==> src/rtl/mulmm_pkg.sv <==
package mulmm_pkg;
  typedef enum logic [1:0] {
    SGN_UU  = 2'b00,
    SGN_SS  = 2'b01,
    SGN_SU  = 2'b10,
    SGN_RSV = 2'b11
  } sgn_sel_e;

  typedef struct packed {
    logic     frac;
    sgn_sel_e sel;
  } mode_t;

  // Whether an operand slot is sign extended under a given sign code
  function automatic logic opnd_is_signed(sgn_sel_e sel, logic first_slot);
    logic r;
    case (sel)
      SGN_SS:  r = 1'b1;
      SGN_SU:  r = first_slot;
      default: r = 1'b0;
    endcase
    return r;
  endfunction
endpackage

==> src/rtl/mulmm_extend.sv <==
module mulmm_extend
  import mulmm_pkg::*;
#(
  parameter int W = 8,
  parameter bit FIRST = 1'b1
) (
  input  logic         clk,
  input  logic         rst,
  input  logic         load,
  input  sgn_sel_e     sel,
  input  logic [W-1:0] opnd,
  output logic [W:0]   ext_q
);
  logic ext_bit;

  always_comb ext_bit = opnd_is_signed(sel, FIRST) & opnd[W-1];

  always_ff @(posedge clk) begin
    if (rst)       ext_q <= '0;
    else if (load) ext_q <= {ext_bit, opnd};
  end
endmodule

==> src/rtl/mulmm_core.sv <==
module mulmm_core #(
  parameter int W = 8
) (
  input  logic           clk,
  input  logic           rst,
  input  logic           go,
  input  logic           frac,
  input  logic [W:0]     ext_a,
  input  logic [W:0]     ext_b,
  output logic [2*W-1:0] res_q,
  output logic           z_q,
  output logic           c_q,
  output logic           done_q
);
  localparam int PW = 2 * W + 2;
  localparam int RW = 2 * W;

  logic signed [PW-1:0] wide_a, wide_b, full;
  logic [RW-1:0] raw, shaped;

  always_comb begin
    wide_a = {{(W + 1){ext_a[W]}}, ext_a};
    wide_b = {{(W + 1){ext_b[W]}}, ext_b};
    full   = wide_a * wide_b;
    raw    = full[RW-1:0];
    shaped = frac ? {raw[RW-2:0], 1'b0} : raw;
  end

  always_ff @(posedge clk) begin
    if (rst) begin
      res_q  <= '0;
      z_q    <= 1'b0;
      c_q    <= 1'b0;
      done_q <= 1'b0;
    end else begin
      done_q <= go;
      if (go) begin
        res_q <= shaped;
        z_q   <= (shaped == '0);
        c_q   <= raw[RW-1];
      end
    end
  end
endmodule

==> src/rtl/mulmm_top.sv <==
module mulmm_top
  import mulmm_pkg::*;
#(
  parameter int W = 8
) (
  input  logic         clk,
  input  logic         rst,
  input  logic         start,
  input  logic [2:0]   mode,
  input  logic [W-1:0] opa,
  input  logic [W-1:0] opb,
  output logic         busy,
  output logic         done,
  output logic [W-1:0] res_hi,
  output logic [W-1:0] res_lo,
  output logic         flag_z,
  output logic         flag_c
);
  localparam int NOPND = 2;

  mode_t          mode_in;
  logic           accept;
  logic           frac_q;
  logic [W-1:0]   opnd_in [NOPND];
  logic [W:0]     ext_q   [NOPND];
  logic [2*W-1:0] res_q;

  always_comb begin
    mode_in    = mode_t'(mode);
    accept     = start & ~busy;
    opnd_in[0] = opa;
    opnd_in[1] = opb;
  end

  always_ff @(posedge clk) begin
    if (rst) begin
      busy   <= 1'b0;
      frac_q <= 1'b0;
    end else begin
      busy <= accept;
      if (accept) frac_q <= mode_in.frac;
    end
  end

  for (genvar g = 0; g < NOPND; g++) begin : g_opnd
    mulmm_extend #(.W(W), .FIRST(g == 0)) u_ext (
      .clk  (clk),
      .rst  (rst),
      .load (accept),
      .sel  (mode_in.sel),
      .opnd (opnd_in[g]),
      .ext_q(ext_q[g])
    );
  end

  mulmm_core #(.W(W)) u_core (
    .clk   (clk),
    .rst   (rst),
    .go    (busy),
    .frac  (frac_q),
    .ext_a (ext_q[0]),
    .ext_b (ext_q[1]),
    .res_q (res_q),
    .z_q   (flag_z),
    .c_q   (flag_c),
    .done_q(done)
  );

  always_comb begin
    res_hi = res_q[2*W-1:W];
    res_lo = res_q[W-1:0];
  end
endmodule

==> config.mk <==
export PLATFORM = sky130hd
export DESIGN_NAME = mulmm_top
export DESIGN_NICKNAME = d
export VERILOG_FILES = /design/src/rtl/mulmm_pkg.sv /design/src/rtl/mulmm_extend.sv /design/src/rtl/mulmm_core.sv /design/src/rtl/mulmm_top.sv
export SDC_FILE = /design/constraint.sdc
export NUM_CORES = 1
export LEC_CHECK = 0
export BUFFER_PORTS_ARGS = -buffer_cell sky130_fd_sc_hd__clkbuf_2
export CAP_MARGIN = 20
export CORE_UTILIZATION = 45
export DETAILED_ROUTE_END_ITERATION = 10
export SLEW_MARGIN = 10
export SYNTH_ARGS = -nofsm -noshare
export SYNTH_HDL_FRONTEND = slang
export SYNTH_SLANG_ARGS = --single-unit
==> constraint.sdc <==
create_clock -name clk -period 15.1 [get_ports clk]
set_clock_uncertainty 0.05 [all_clocks]
set_input_delay 1.51 -clock clk [delete_from_list [all_inputs] [get_ports clk]]
set_output_delay 1.51 -clock clk [all_outputs]
set_load 0.03 [all_outputs]
# Word level (Yosys, flattened, before mapping)

Cells that the tools add are included.

Bits in registers: 39
Input bits: 22
Word-level logic and storage cells: 20

Multipliers: 1
Equality and inequality tests: 2
Multiplexer cells: 3
Bitwise logic cells: 4
Reduce and logical (&&, ||, !) cells: 2

Operator list:

| kind               | count |
|---|---|
| $logic_not 16->1   | 1 |
| $mul 9x9->16       | 1 |
| $mux 16            | 1 |
| $and 1x1->1        | 3 |
| $eq 2x1->1 const B | 1 |
| $eq 2x2->1 const B | 1 |
| $mux 1             | 2 |
| $reduce_or 2->1    | 1 |
| $not 1->1          | 1 |

# Depth between registers and ports, before layout

Gate-level depths: netlist of run 1.

Word-level depth: 4
Gate-level depth with buffers: 18
Mapped depth without buffers: 17

# By module

From an unflattened synthesis of run 1, not the netlist that was laid out.

Cell total of the unflattened synthesis: 476
Area total of the unflattened synthesis: 4,335.4 um^2

By module, submodules not included:

| module                          | times used | cells each | area each (um^2) |
|---|---|---|---|
| mulmm_core                      | 1          | 408        | 3,589.7 |
| mulmm_extend at g_opnd[0].u_ext | 1          | 31         | 332.8 |
| mulmm_extend at g_opnd[1].u_ext | 1          | 30         | 329.1 |
| mulmm_top                       | 1          | 7          | 83.8 |

# Worst setup path after synthesis of run 1

No wires, ideal clock.

Path type: register to register
From: register g_opnd[0].u_ext.ext_q[5]
To: register u_core.z_q
Setup time: 0.084 ns
Arrival time: 5.066 ns
Required time: 14.966 ns
Path slack: 9.900 ns
Cell stages (with the launch flop): 16
Buffers on the path: 1
Clock period less this slack: 5.200 ns
Cell sequence: dfxtp_1 > clkbuf_1 > nand2_1 > fa_1 > fa_1 > inv_1 > fa_1 > fa_1 > fa_1 > ha_1 > o21ai_0 > o21bai_1 > a2111oi_0 > or4b_2 > a2bb2o_4 > o31ai_2

Word-level cells in the longest chain between the ends: 3

Ends and longest elaborated chain:

| what                     | RTL line           | text |
|---|---|---|
| start: declaration       | mulmm_extend.sv:12 | `output logic [W:0] ext_q` |
| start signal: assignment | mulmm_extend.sv:20 | `else if (load) ext_q <= {ext_bit, opnd};` |
| $mul 9x9->16             | mulmm_core.sv:24   | `full = wide_a * wide_b;` |
| $mux 16                  | mulmm_core.sv:26   | `shaped = frac ? {raw[RW-2:0], 1'b0} : raw;` |
| $logic_not 16->1         | mulmm_core.sv:39   | `z_q <= (shaped == '0);` |
| end signal: assignment   | mulmm_core.sv:39   |  |
| end: declaration         | mulmm_core.sv:11   | `output logic z_q,` |

Every way passes these cells.
A chain may end at the register's enable or synchronous reset.

# Worst setup path in the final report of run 1

From: register g_opnd[1].u_ext.ext_q[0]
To: register u_core.z_q

Word-level cells in the longest chain between the ends: 3

Ends and longest elaborated chain:

| what                     | RTL line |
|---|---|
| start: declaration       | mulmm_extend.sv:12 |
| start signal: assignment | mulmm_extend.sv:20 |
| $mul 9x9->16             | mulmm_core.sv:24 |
| $mux 16                  | mulmm_core.sv:26 |
| $logic_not 16->1         | mulmm_core.sv:39 |

Every way passes these cells.

==> impl_metrics.py, run 1 <==
metrics = {
    "global_route": {
        "grt_pass1_wl_um": 15000,
        "grt_pass1_vias": 3320,
        "grt_max_degree": 39,
        "antenna_found_initial": 0,
        "grt.total_usage_pct": 18.6,
        "gr-total-overflow": 0,
    },
    "synth": {
        "synth_ff_type": "dfxtp_1",
        "syn_nets": 626,
        "yosysSeqAreaShare_pct": 17.8,
        "synth_edf_count": 0,
        "synthCells": 507,
        "synth_cell_types": 45,
        "ys_seq_elements": 39,
        "synthesis.area_mm2": 0.00438,
        "ys_async_sr_fraction_pct": 0,
        "syn_area_per_cell_um2": 8.64,
        "synth_warnings": 0,
    },
    "place": {
        "hpwl_um": 7060,
        "gp_congestion": 0.818,
        "place_inst": 648,
        "port_buffers": 41,
    },
    "setup_path": {
        "worstPathMaxFanout": 12,
        "cp_top_family": "adder cells",
        "path_buf_inv": 1,
        "path_cells": "nand2_1 > fa_1 > inv_1 > fa_1 > fa_1 > fa_1 > fa_1 > ha_1 > o21ai_0 > o21bai_1 > a2111oi_0 > or4b_2 > a2bb2o_4 > o31ai_2",
        "crit_path_end_kind": "flop",
        "critPathArrivalTime_ps": 5700,
        "required_ps": 15260,
        "cpPeakStageDelay_ps": 710,
        "start_kind": "flop",
        "crit_top_cell": "fa_1",
        "rrSetupSlack_ps": 9570,
        "crit_type": "reg -> reg",
        "slowest_stage": "or4b_2",
    },
    "clock_tree": {
        "htreeDepth": 2,
        "clock_sinks": 39,
        "clk_pin_slew_ps": 80,
        "post-cts-setup-buffers": 0,
        "cts-resized-gates": 0,
        "cts_root_buffer": "clkbuf_8",
        "cts_max_path_buffers": 2,
        "cts_tree": "yes",
        "cts_buffers": 5,
        "clk_latency_ps": 290,
        "holdBufCountCts": 0,
    },
    "timing": {
        "hold_violations": 0,
        "rsz0062_at_grt": "no",
        "setup-violations-final": 0,
        "finalMaxSlewViolations": 0,
        "post-route-period-util_pct": 36.6,
        "period_minus_slack_ps": 5530,
        "relSlewSlack_pct": 46.2,
        "tightest_slew_ps": 796,
        "fmax_ghz": 0.181,
        "fin_tns_setup_ps": 0,
        "hold_ws_ps": 420,
    },
    "layout": {
        "nFillCells": 928,
        "antenna_cells_inserted": 0,
        "drive_gt1_share_pct": 10.8,
        "final_net_count": 645,
        "synthToLayoutAreaGrowth_pct": 8.80,
        "fin_util_pct": 51.1,
        "multi_input_area_mm2": 0.00320,
        "final_cells": 656,
        "regArea_um2": 781,
    },
    "floorplanning": {
        "dieArea_mm2": 0.0101,
        "core_region_area_mm2": 0.00933,
        "rows": 35,
        "fp.dieW_um": 101,
        "initial_core_util_pct": 47.0,
        "ios": 42,
        "die_y_um": 101,
    },
    "flow_run": {
        "maxCapViolations": 0,
    },
    "run_status": {
        "outcome": "finished, final reports clean",
    },
    "pwr": {
        "irDropWorstVdd_mv": 0.0446,
        "powerDensity_mw_per_mm2": 58.2,
        "cellLeakagePower_nw": 2.38,
    },
    "drt": {
        "wl_um": 8530,
        "wire_per_inst_um": 13.0,
        "num_vias": 3236,
        "drtIter0Drc": 45,
        "viasPerCell": 4.93,
        "drc": 0,
        "antenna_left": 0,
        "drtPass1Iterations": 4,
    },
    "hold_path": {
        "worstHoldPathType": "reg -> reg",
    },
}
==> worst paths after layout <==
| check | from | to | depth (start not counted) |
|---|---|---|---|
| hold / removal | u_core.res_q[0]$_SDFFE_PP0P_ | u_core.res_q[0]$_SDFFE_PP0P_ | 2 |
| setup / recovery | g_opnd[1].u_ext.ext_q[0]$_SDFFE_PP0P_ | u_core.z_q$_SDFFE_PP0P_ | 14 |
| setup reg to reg | g_opnd[1].u_ext.ext_q[0]$_SDFFE_PP0P_ | u_core.z_q$_SDFFE_PP0P_ | 14 |
| hold reg to reg | u_core.res_q[0]$_SDFFE_PP0P_ | u_core.res_q[0]$_SDFFE_PP0P_ | 2 |
==> stage by stage <==
stage                     setup WS [ps]  total power (W)  instance area (um^2)
final                              9570         0.000277                  4770
after global routing               9290         0.000296                  4770
after global placement             9690         0.000188                  4640
after floorplan                    9900         0.000171                  4380
after detailed placement           9550         0.000190                  4650
after CTS                          9540         0.000282                  4770
==> cell usage in the layout, fill, tap and decap left out, drive strengths merged, types with 6 or more instances in the layout <==
master,count
a211oi,11
a21oi,28
and2,30
clkbuf,47
dfxtp,39
fa,63
ha,34
inv,74
mux2i,8
nand2,89
nand2b,6
nor2,21
nor2b,8
o21ai,8
xnor2,12
==> cells in the mapped netlist, types with 2 or more instances <==
| library cell | n | share of area [%] |
|---|---|---|
| mux2i_1 | 8 | 1.8 |
| o21a_1 | 3 | 0.51 |
| nor2_1 | 21 | 1.8 |
| nor2b_1 | 8 | 1.1 |
| xor2_1 | 3 | 0.60 |
| buf_1 | 5 | 0.43 |
| nand4_1 | 2 | 0.29 |
| o21ai_0 | 8 | 0.91 |
| dfxtp_1 | 39 | 18 |
| inv_1 | 74 | 6.3 |
| a21oi_1 | 27 | 3.1 |
| or3_1 | 2 | 0.29 |
| ha_1 | 34 | 9.7 |
| a311oi_1 | 3 | 0.60 |
| nor3_1 | 3 | 0.34 |
| a211oi_1 | 11 | 1.9 |
| clkbuf_1 | 25 | 2.1 |
| nand2b_1 | 6 | 0.86 |
| a21o_1 | 3 | 0.51 |
| nand2_1 | 89 | 7.6 |
| fa_1 | 63 | 29 |
| o21bai_1 | 2 | 0.34 |
| and2_1 | 30 | 4.3 |
| and3_1 | 2 | 0.29 |
| a2111oi_0 | 2 | 0.40 |
| xnor2_1 | 12 | 2.4 |
| nand3_1 | 4 | 0.46 |
==> tightest hold or removal path, cell delays in order (launching register included) <==
cell	delay [ps]
dfxtp_1	310
nand2b_1	60
a21oi_1	50
==> registers in the layout, indices dropped and copies added, names as in the netlist <==
| signal | cells |
|---|---|
| busy | 1 |
| frac_q | 1 |
| g_opnd.u_ext.ext_q | 18 |
| u_core.c_q | 1 |
| u_core.done_q | 1 |
| u_core.res_q | 16 |
| u_core.z_q | 1 |
==> metal layers <==
metal | vias up | share of wire [%] | global-route usage (%)
li1 | 1630 | - | -
met1 | 1557 | 49 | 24.3
met2 | 44 | 48 | 33.3
met3 | 5 | 2.8 | 2.57
met4 | 0 | 0.47 | 2.56
met5 | - | 0 | 0
==> final cells by class <==
cell class,count,area share (%)
Inverter,74,5.83
Timing Repair Buffer,43,4.70
Clock buffer,6,1.73
Clock inverter,2,0.735
Multi-Input combinational cell,363,67.2
Sequential cell,39,16.4
Tap cell,129,3.39
==> report_power, final <==
part           internal, W  leakage, nW  switching (W)
clock network    0.0000535       0.0612      0.0000370
registers         0.000109        0.320     0.00000999
logic            0.0000279         2.00      0.0000402
total             0.000190         2.38      0.0000871
==> logic make-up after synthesis <==
family	Yosys count	synth area share, %
AO/OA/AOI/OAI	69	10.9
XOR/XNOR	16	3.37
adder cells (fa/ha/maj)	97	38.5
buffers and inverters	105	9.03
flip-flops	39	17.8
multiplexers	8	1.83
AND/OR/NAND/NOR	173	18.5
Note: power is estimated with default switching activity, not from simulation.
==> inputs of run 2 (changes only) <==
ABC_AREA = 1   (was not set)
clock period = 5.3 ns   (was 15.1 ns; I/O delays follow)
==> impl_metrics.py, run 2 <==
metrics = {
    "run_status": {
        "outcome": "finished, final reports clean",
    },
    "drt": {
        "wire_per_inst_um": 13.5,
        "drc": 0,
        "num_vias": 3945,
        "drtIter0Drc": 123,
        "wl_um": 11100,
        "viasPerCell": 4.79,
        "antenna_left": 0,
        "drtPass1Iterations": 4,
    },
    "pwr": {
        "cellLeakagePower_nw": 3.06,
        "irDropWorstVdd_mv": 0.117,
        "powerDensity_mw_per_mm2": 180,
    },
    "clock_tree": {
        "cts_root_buffer": "clkbuf_8",
        "clk_latency_ps": 300,
        "clk_pin_slew_ps": 90,
        "cts_tree": "yes",
        "htreeDepth": 2,
        "holdBufCountCts": 0,
        "clock_sinks": 39,
        "cts_buffers": 5,
        "cts_max_path_buffers": 2,
    },
    "global_route": {
        "grt_max_degree": 31,
        "grt_pass1_wl_um": 19500,
        "antenna_found_initial": 0,
        "grt_pass1_vias": 4012,
        "grt.total_usage_pct": 22.5,
        "gr-total-overflow": 0,
    },
    "floorplanning": {
        "die_y_um": 104,
        "initial_core_util_pct": 47.2,
        "rows": 36,
        "fp.dieW_um": 104,
        "core_region_area_mm2": 0.00991,
        "ios": 42,
        "dieArea_mm2": 0.0108,
    },
    "timing": {
        "fmax_ghz": 0.200,
        "fin_tns_setup_ps": 0,
        "setup-violations-final": 0,
        "post-route-period-util_pct": 94.5,
        "setup_slack_ps": 290,
        "finalMaxSlewViolations": 0,
        "tightest_slew_ps": 951,
        "rsz0062_at_grt": "no",
        "hold_violations": 0,
        "period_minus_slack_ps": 5010,
        "relSlewSlack_pct": 36.5,
    },
    "place": {
        "dp_slack_ps": 242,
        "hpwl_um": 9490,
        "port_buffers": 41,
        "placed_area_mm2": 0.00500,
        "gp_congestion": 0.914,
    },
    "setup_path": {
        "path_cells": "nand2_1 > fa_1 > inv_1 > fa_1 > fa_1 > inv_1 > fa_1 > inv_1 > ha_1 > ha_1 > nand2_1 > inv_1 > a21oi_1 > nand3_1 > nand3_1 > nand2_1 > nor2_1 > nand2_1 > nor2_2 > nand2_1 > a21oi_2",
        "critPathArrivalTime_ps": 5190,
        "slowest_stage": "fa_1",
        "cpPeakStageDelay_ps": 580,
        "crit_path_end_kind": "flop",
        "crit_type": "reg -> reg",
        "reg2reg_depth": 21,
        "start_kind": "flop",
        "setup.worst_path.start": "g_opnd[0].u_ext.ext_q[8]$_SDFFE_PP0P_",
        "path_buf_inv": 4,
        "rrSetupSlack_ps": 290,
        "r2r_start": "g_opnd[0].u_ext.ext_q[8]$_SDFFE_PP0P_",
        "timing.rr.end": "u_core.z_q$_SDFFE_PP0P_",
        "cp_top_family": "adder cells",
        "crit_top_cell": "nand2_1",
        "required_ps": 5480,
        "worstPathMaxFanout": 7,
    },
    "synth": {
        "syn_area_per_cell_um2": 7.09,
        "synth.most_common_cell": "nand2_1",
        "synthCells": 660,
        "synth_top_cell_area_share_pct": 27.0,
        "ys_async_sr_fraction_pct": 0,
        "yosys.area.top_type": "fa_1",
        "synth_ff_type": "dfxtp_1",
        "synthesis.area_mm2": 0.00468,
        "yosysSeqAreaShare_pct": 16.7,
        "synth_area_leaders": "fa_1, dfxtp_1, nand2_1",
        "syn_nets": 779,
        "synth_cell_types": 35,
        "yosys-top-cells-count": "nand2_1, inv_1, fa_1",
        "synth_warnings": 0,
        "ys_seq_elements": 39,
        "synth_edf_count": 0,
    },
    "layout": {
        "top_register": "g_opnd.u_ext.ext_q",
        "top_regs": "g_opnd.u_ext.ext_q x18, u_core.res_q x16",
        "final_cell_mix": "nand2_1, inv_1, fa_1",
        "layout_commonest_cell": "nand2_1",
        "synthToLayoutAreaGrowth_pct": 8.85,
        "postLayoutCellArea_mm2": 0.00509,
        "final_net_count": 809,
        "antenna_cells_inserted": 0,
        "drive_gt1_share_pct": 11.3,
        "fin_util_pct": 51.4,
        "largest_reg_flops": 18,
    },
    "flow_run": {
        "maxCapViolations": 0,
    },
    "hold_path": {
        "worstHoldStart": "opb[0]",
        "hold_end": "g_opnd[1].u_ext.ext_q[0]$_SDFFE_PP0P_",
        "worstHoldPathType": "in -> reg",
        "hold_depth": 3,
    },
}
==> run 2: cell types whose count changed in the layout (fill, tap and decap cells not counted), sizes merged, moves of 7 or more <==
cell	previous run	this run
a211oi	11	0
nor2	21	62
buf	2	11
o21ai	8	29
nand3	4	38
o211ai	1	8
a21oi	28	12
nand2	89	177
inv	74	152
and2	30	0
nor2b	8	0
xnor2	12	1
mux2i	8	0
==> run 2: what timing repair did <==
item	4_1_cts	5_1_grt
resized for setup	0	4
setup endpoints to repair	0	2
setup buffers	0	0
==> run 2: cells by family after synthesis <==
kind of cell,count (synthesis),synth area share (%)
AO/OA/AOI/OAI,53,6.47
XOR/XNOR,2,0.374
flip-flops,39,16.7
AND/OR/NAND/NOR,287,25.2
adder cells (fa/ha/maj),97,36.0
buffers and inverters,182,15.2
==> run 2: cell type report <==
cell class / instances / area (um^2)
inverter: 153 / 576
clock inverter: 3 / 23.8
multi-input combinational: 439 / 3190
sequential: 39 / 783
clock buffer: 5 / 68.8
fill: 1043 / 4820
timing repair buffer: 52 / 288
tap: 133 / 166
==> run 2: worst max path at each step <==
stage / end / slack [ps] / depth (start not counted)
floorplan: u_core.z_q$_SDFFE_PP0P_ / 630 / 21
global placement: u_core.z_q$_SDFFE_PP0P_ / 300 / 20
detailed placement: u_core.z_q$_SDFFE_PP0P_ / 240 / 20
CTS: u_core.z_q$_SDFFE_PP0P_ / 210 / 20
global route: u_core.z_q$_SDFFE_PP0P_ / 0.4 / 21
finish: u_core.z_q$_SDFFE_PP0P_ / 290 / 21
==> run 2: worst min-delay path, stage by stage <==
cell,delay (ps)
clkbuf_2,70
o21ai_0,70
nor2_1,70
==> run 2: report_power, final <==
part	leakage (nW)	internal, W	switching (W)	total (W)
registers	0.322	0.000314	0.0000343	0.000348
clock network	0.0408	0.0000944	0.000123	0.000217
logic	2.69	0.000130	0.000223	0.000354
==> run 2: per-layer routing <==
layer	share of wire (%)	vias up	track usage, %	wire (um)
li1	-	2011	-	-
met1	46	1852	31.0	5100
met2	48	70	37.8	5300
met3	4.8	12	2.32	529
met4	1.5	0	5.61	168
met5	0	-	0	0
==> run 2: metrics by stage <==
stage          hold slack [ps]  std cells  power, W
2_1_floorplan              407        660  0.000608
3_3_place_gp               415        816  0.000703
3_5_place_dp               422        816  0.000706
4_1_cts                    429        824  0.000930
5_1_grt                    436        824  0.000999
6_report                   434        824  0.000919
==> inputs of run 3 (changes only) <==
PLACE_DENSITY = 0.65   (was not set)
==> impl_metrics.py, run 3 (same netlist as run 2, synthesis figures left out) <==
metrics = {
    "place": {
        "hpwl_um": 9170,
        "port_buffers": 41,
        "placed_area_mm2": 0.00501,
        "gp_congestion": 0.912,
    },
    "setup_path": {
        "slowest_stage": "fa_1",
        "crit_top_cell": "nand2_1",
        "required_ps": 5430,
        "crit_type": "reg -> reg",
        "start_kind": "flop",
        "crit_path_end_kind": "flop",
        "path_cells": "inv_2 > or2_2 > fa_1 > fa_1 > inv_1 > fa_1 > fa_1 > fa_1 > ha_2 > nand2_2 > inv_1 > nand2_1 > nand2_1 > nand2_1 > nand3_1 > nand2_1 > nand2_1 > nand2_1 > o21ai_1 > nor2_2 > nand2_1 > a21oi_2",
        "worstPathMaxFanout": 8,
        "critPathArrivalTime_ps": 5050,
        "cpPeakStageDelay_ps": 610,
        "rrSetupSlack_ps": 370,
    },
    "timing": {
        "setup-violations-final": 0,
        "relSlewSlack_pct": 37.6,
        "finalMaxSlewViolations": 0,
        "fmax_ghz": 0.203,
        "rsz0062_at_grt": "no",
        "hold_ws_ps": 435,
        "hold_violations": 0,
        "period_minus_slack_ps": 4930,
        "post-route-period-util_pct": 92.9,
        "fin_tns_setup_ps": 0,
        "tightest_slew_ps": 934,
    },
    "clock_tree": {
        "cts_tree": "yes",
        "clk_latency_ps": 290,
        "cts_buffers": 5,
        "cts_max_path_buffers": 2,
        "htreeDepth": 2,
        "clock_sinks": 39,
        "cts_root_buffer": "clkbuf_8",
        "clk_pin_slew_ps": 80,
        "post-cts-setup-buffers": 0,
    },
    "flow_run": {
        "maxCapViolations": 0,
    },
    "layout": {
        "drive_gt1_share_pct": 11.0,
        "layout_commonest_cell": "nand2_1",
        "postLayoutCellArea_mm2": 0.00509,
        "top_register": "g_opnd.u_ext.ext_q",
        "synthToLayoutAreaGrowth_pct": 8.88,
        "final_cell_mix": "nand2_1, inv_1, fa_1",
        "largest_reg_flops": 18,
        "top_regs": "g_opnd.u_ext.ext_q x18, u_core.res_q x16",
        "antenna_cells_inserted": 0,
        "final_net_count": 811,
    },
    "pwr": {
        "seqPwrFrac_pct": 38.3,
        "p_sw_w": 0.000364,
        "cellLeakagePower_nw": 3.07,
        "p_total_w": 0.000902,
        "internal_power_w": 0.000539,
        "swShare_pct": 40.3,
        "power_frac_clock_pct": 21.9,
        "irDropWorstVdd_mv": 0.154,
        "powerDensity_mw_per_mm2": 177,
        "comb_power_share_pct": 39.8,
    },
    "drt": {
        "drc": 0,
        "wl_um": 10900,
        "viasPerCell": 4.88,
        "wire_per_inst_um": 13.2,
        "num_vias": 4035,
        "antenna_left": 0,
        "drtIter0Drc": 176,
        "drtPass1Iterations": 5,
    },
    "run_status": {
        "outcome": "finished, final reports clean",
    },
    "global_route": {
        "grt_pass1_wl_um": 19200,
        "grt_max_degree": 31,
        "grt.total_usage_pct": 21.9,
        "gr-total-overflow": 0,
        "antenna_found_initial": 0,
        "grt_pass1_vias": 4162,
    },
    "floorplanning": {
        "core_region_area_mm2": 0.00991,
        "rows": 36,
        "ios": 42,
        "die_y_um": 104,
        "initial_core_util_pct": 47.2,
        "fp.dieW_um": 104,
        "dieArea_mm2": 0.0108,
    },
    "hold_path": {
        "worstHoldPathType": "reg -> reg",
    },
}
-- run 3: stage by stage --
step,util (%),setup WS (ps),std cells
finish,51.4,374,826
global route,51.4,24.1,826
CTS,51.4,250,826
detailed placement,50.6,277,818
global placement,50.6,376,818
floorplan,-,631,660
-- run 3: metal layers --
layer	track usage (%)	up-vias	part of all wire [%]
li1	-	2016	-
met1	30.3	1905	46
met2	36.6	95	48
met3	2.19	19	4.5
met4	5.82	0	1.8
met5	0	-	0
-- run 3: layout make-up --
class	count	area (um^2)
inverters	153	576
well taps	133	166
clock buffers	7	76.3
multi-input cells	439	3190
repair buffers	54	303
clock inverters	1	5.00
fillers	984	4810
flip-flops and latches	39	781
-- run 3: final timing paths --
kind	to	cells past startpoint	start
max	u_core.z_q$_SDFFE_PP0P_	22	g_opnd[1].u_ext.ext_q[8]$_SDFFE_PP0P_
min reg2reg	u_core.res_q[11]$_SDFFE_PP0P_	2	u_core.res_q[11]$_SDFFE_PP0P_
min	u_core.res_q[11]$_SDFFE_PP0P_	2	u_core.res_q[11]$_SDFFE_PP0P_
max reg2reg	u_core.z_q$_SDFFE_PP0P_	22	g_opnd[1].u_ext.ext_q[8]$_SDFFE_PP0P_
-- run 3: repair_timing --
action                                  in CTS  in global routing
endpoints found under the setup margin       0                  2
hold buffers                                 0                  0
gates resized for setup                      0                  2
-- run 3: power by group through the flow --
stage / sequential (W) / clock [W] / combinational (W)
2_1_floorplan: 0.000347 / 0 / 0.000261
3_3_place_gp: 0.000351 / 0 / 0.000353
3_5_place_dp: 0.000352 / 0 / 0.000356
4_1_cts: 0.000345 / 0.000199 / 0.000361
5_1_grt: 0.000349 / 0.000213 / 0.000417
6_report: 0.000346 / 0.000197 / 0.000359
-- run 3: critical path, delay by kind of cell, from the launching register on --
family	cells	cell delay (ps)
adders and majority gates	6	2920
and+or+nand+nor	11	1020
DFF	1	420
buffers and inverters	3	230
AOI/OAI and AO/OA	2	190
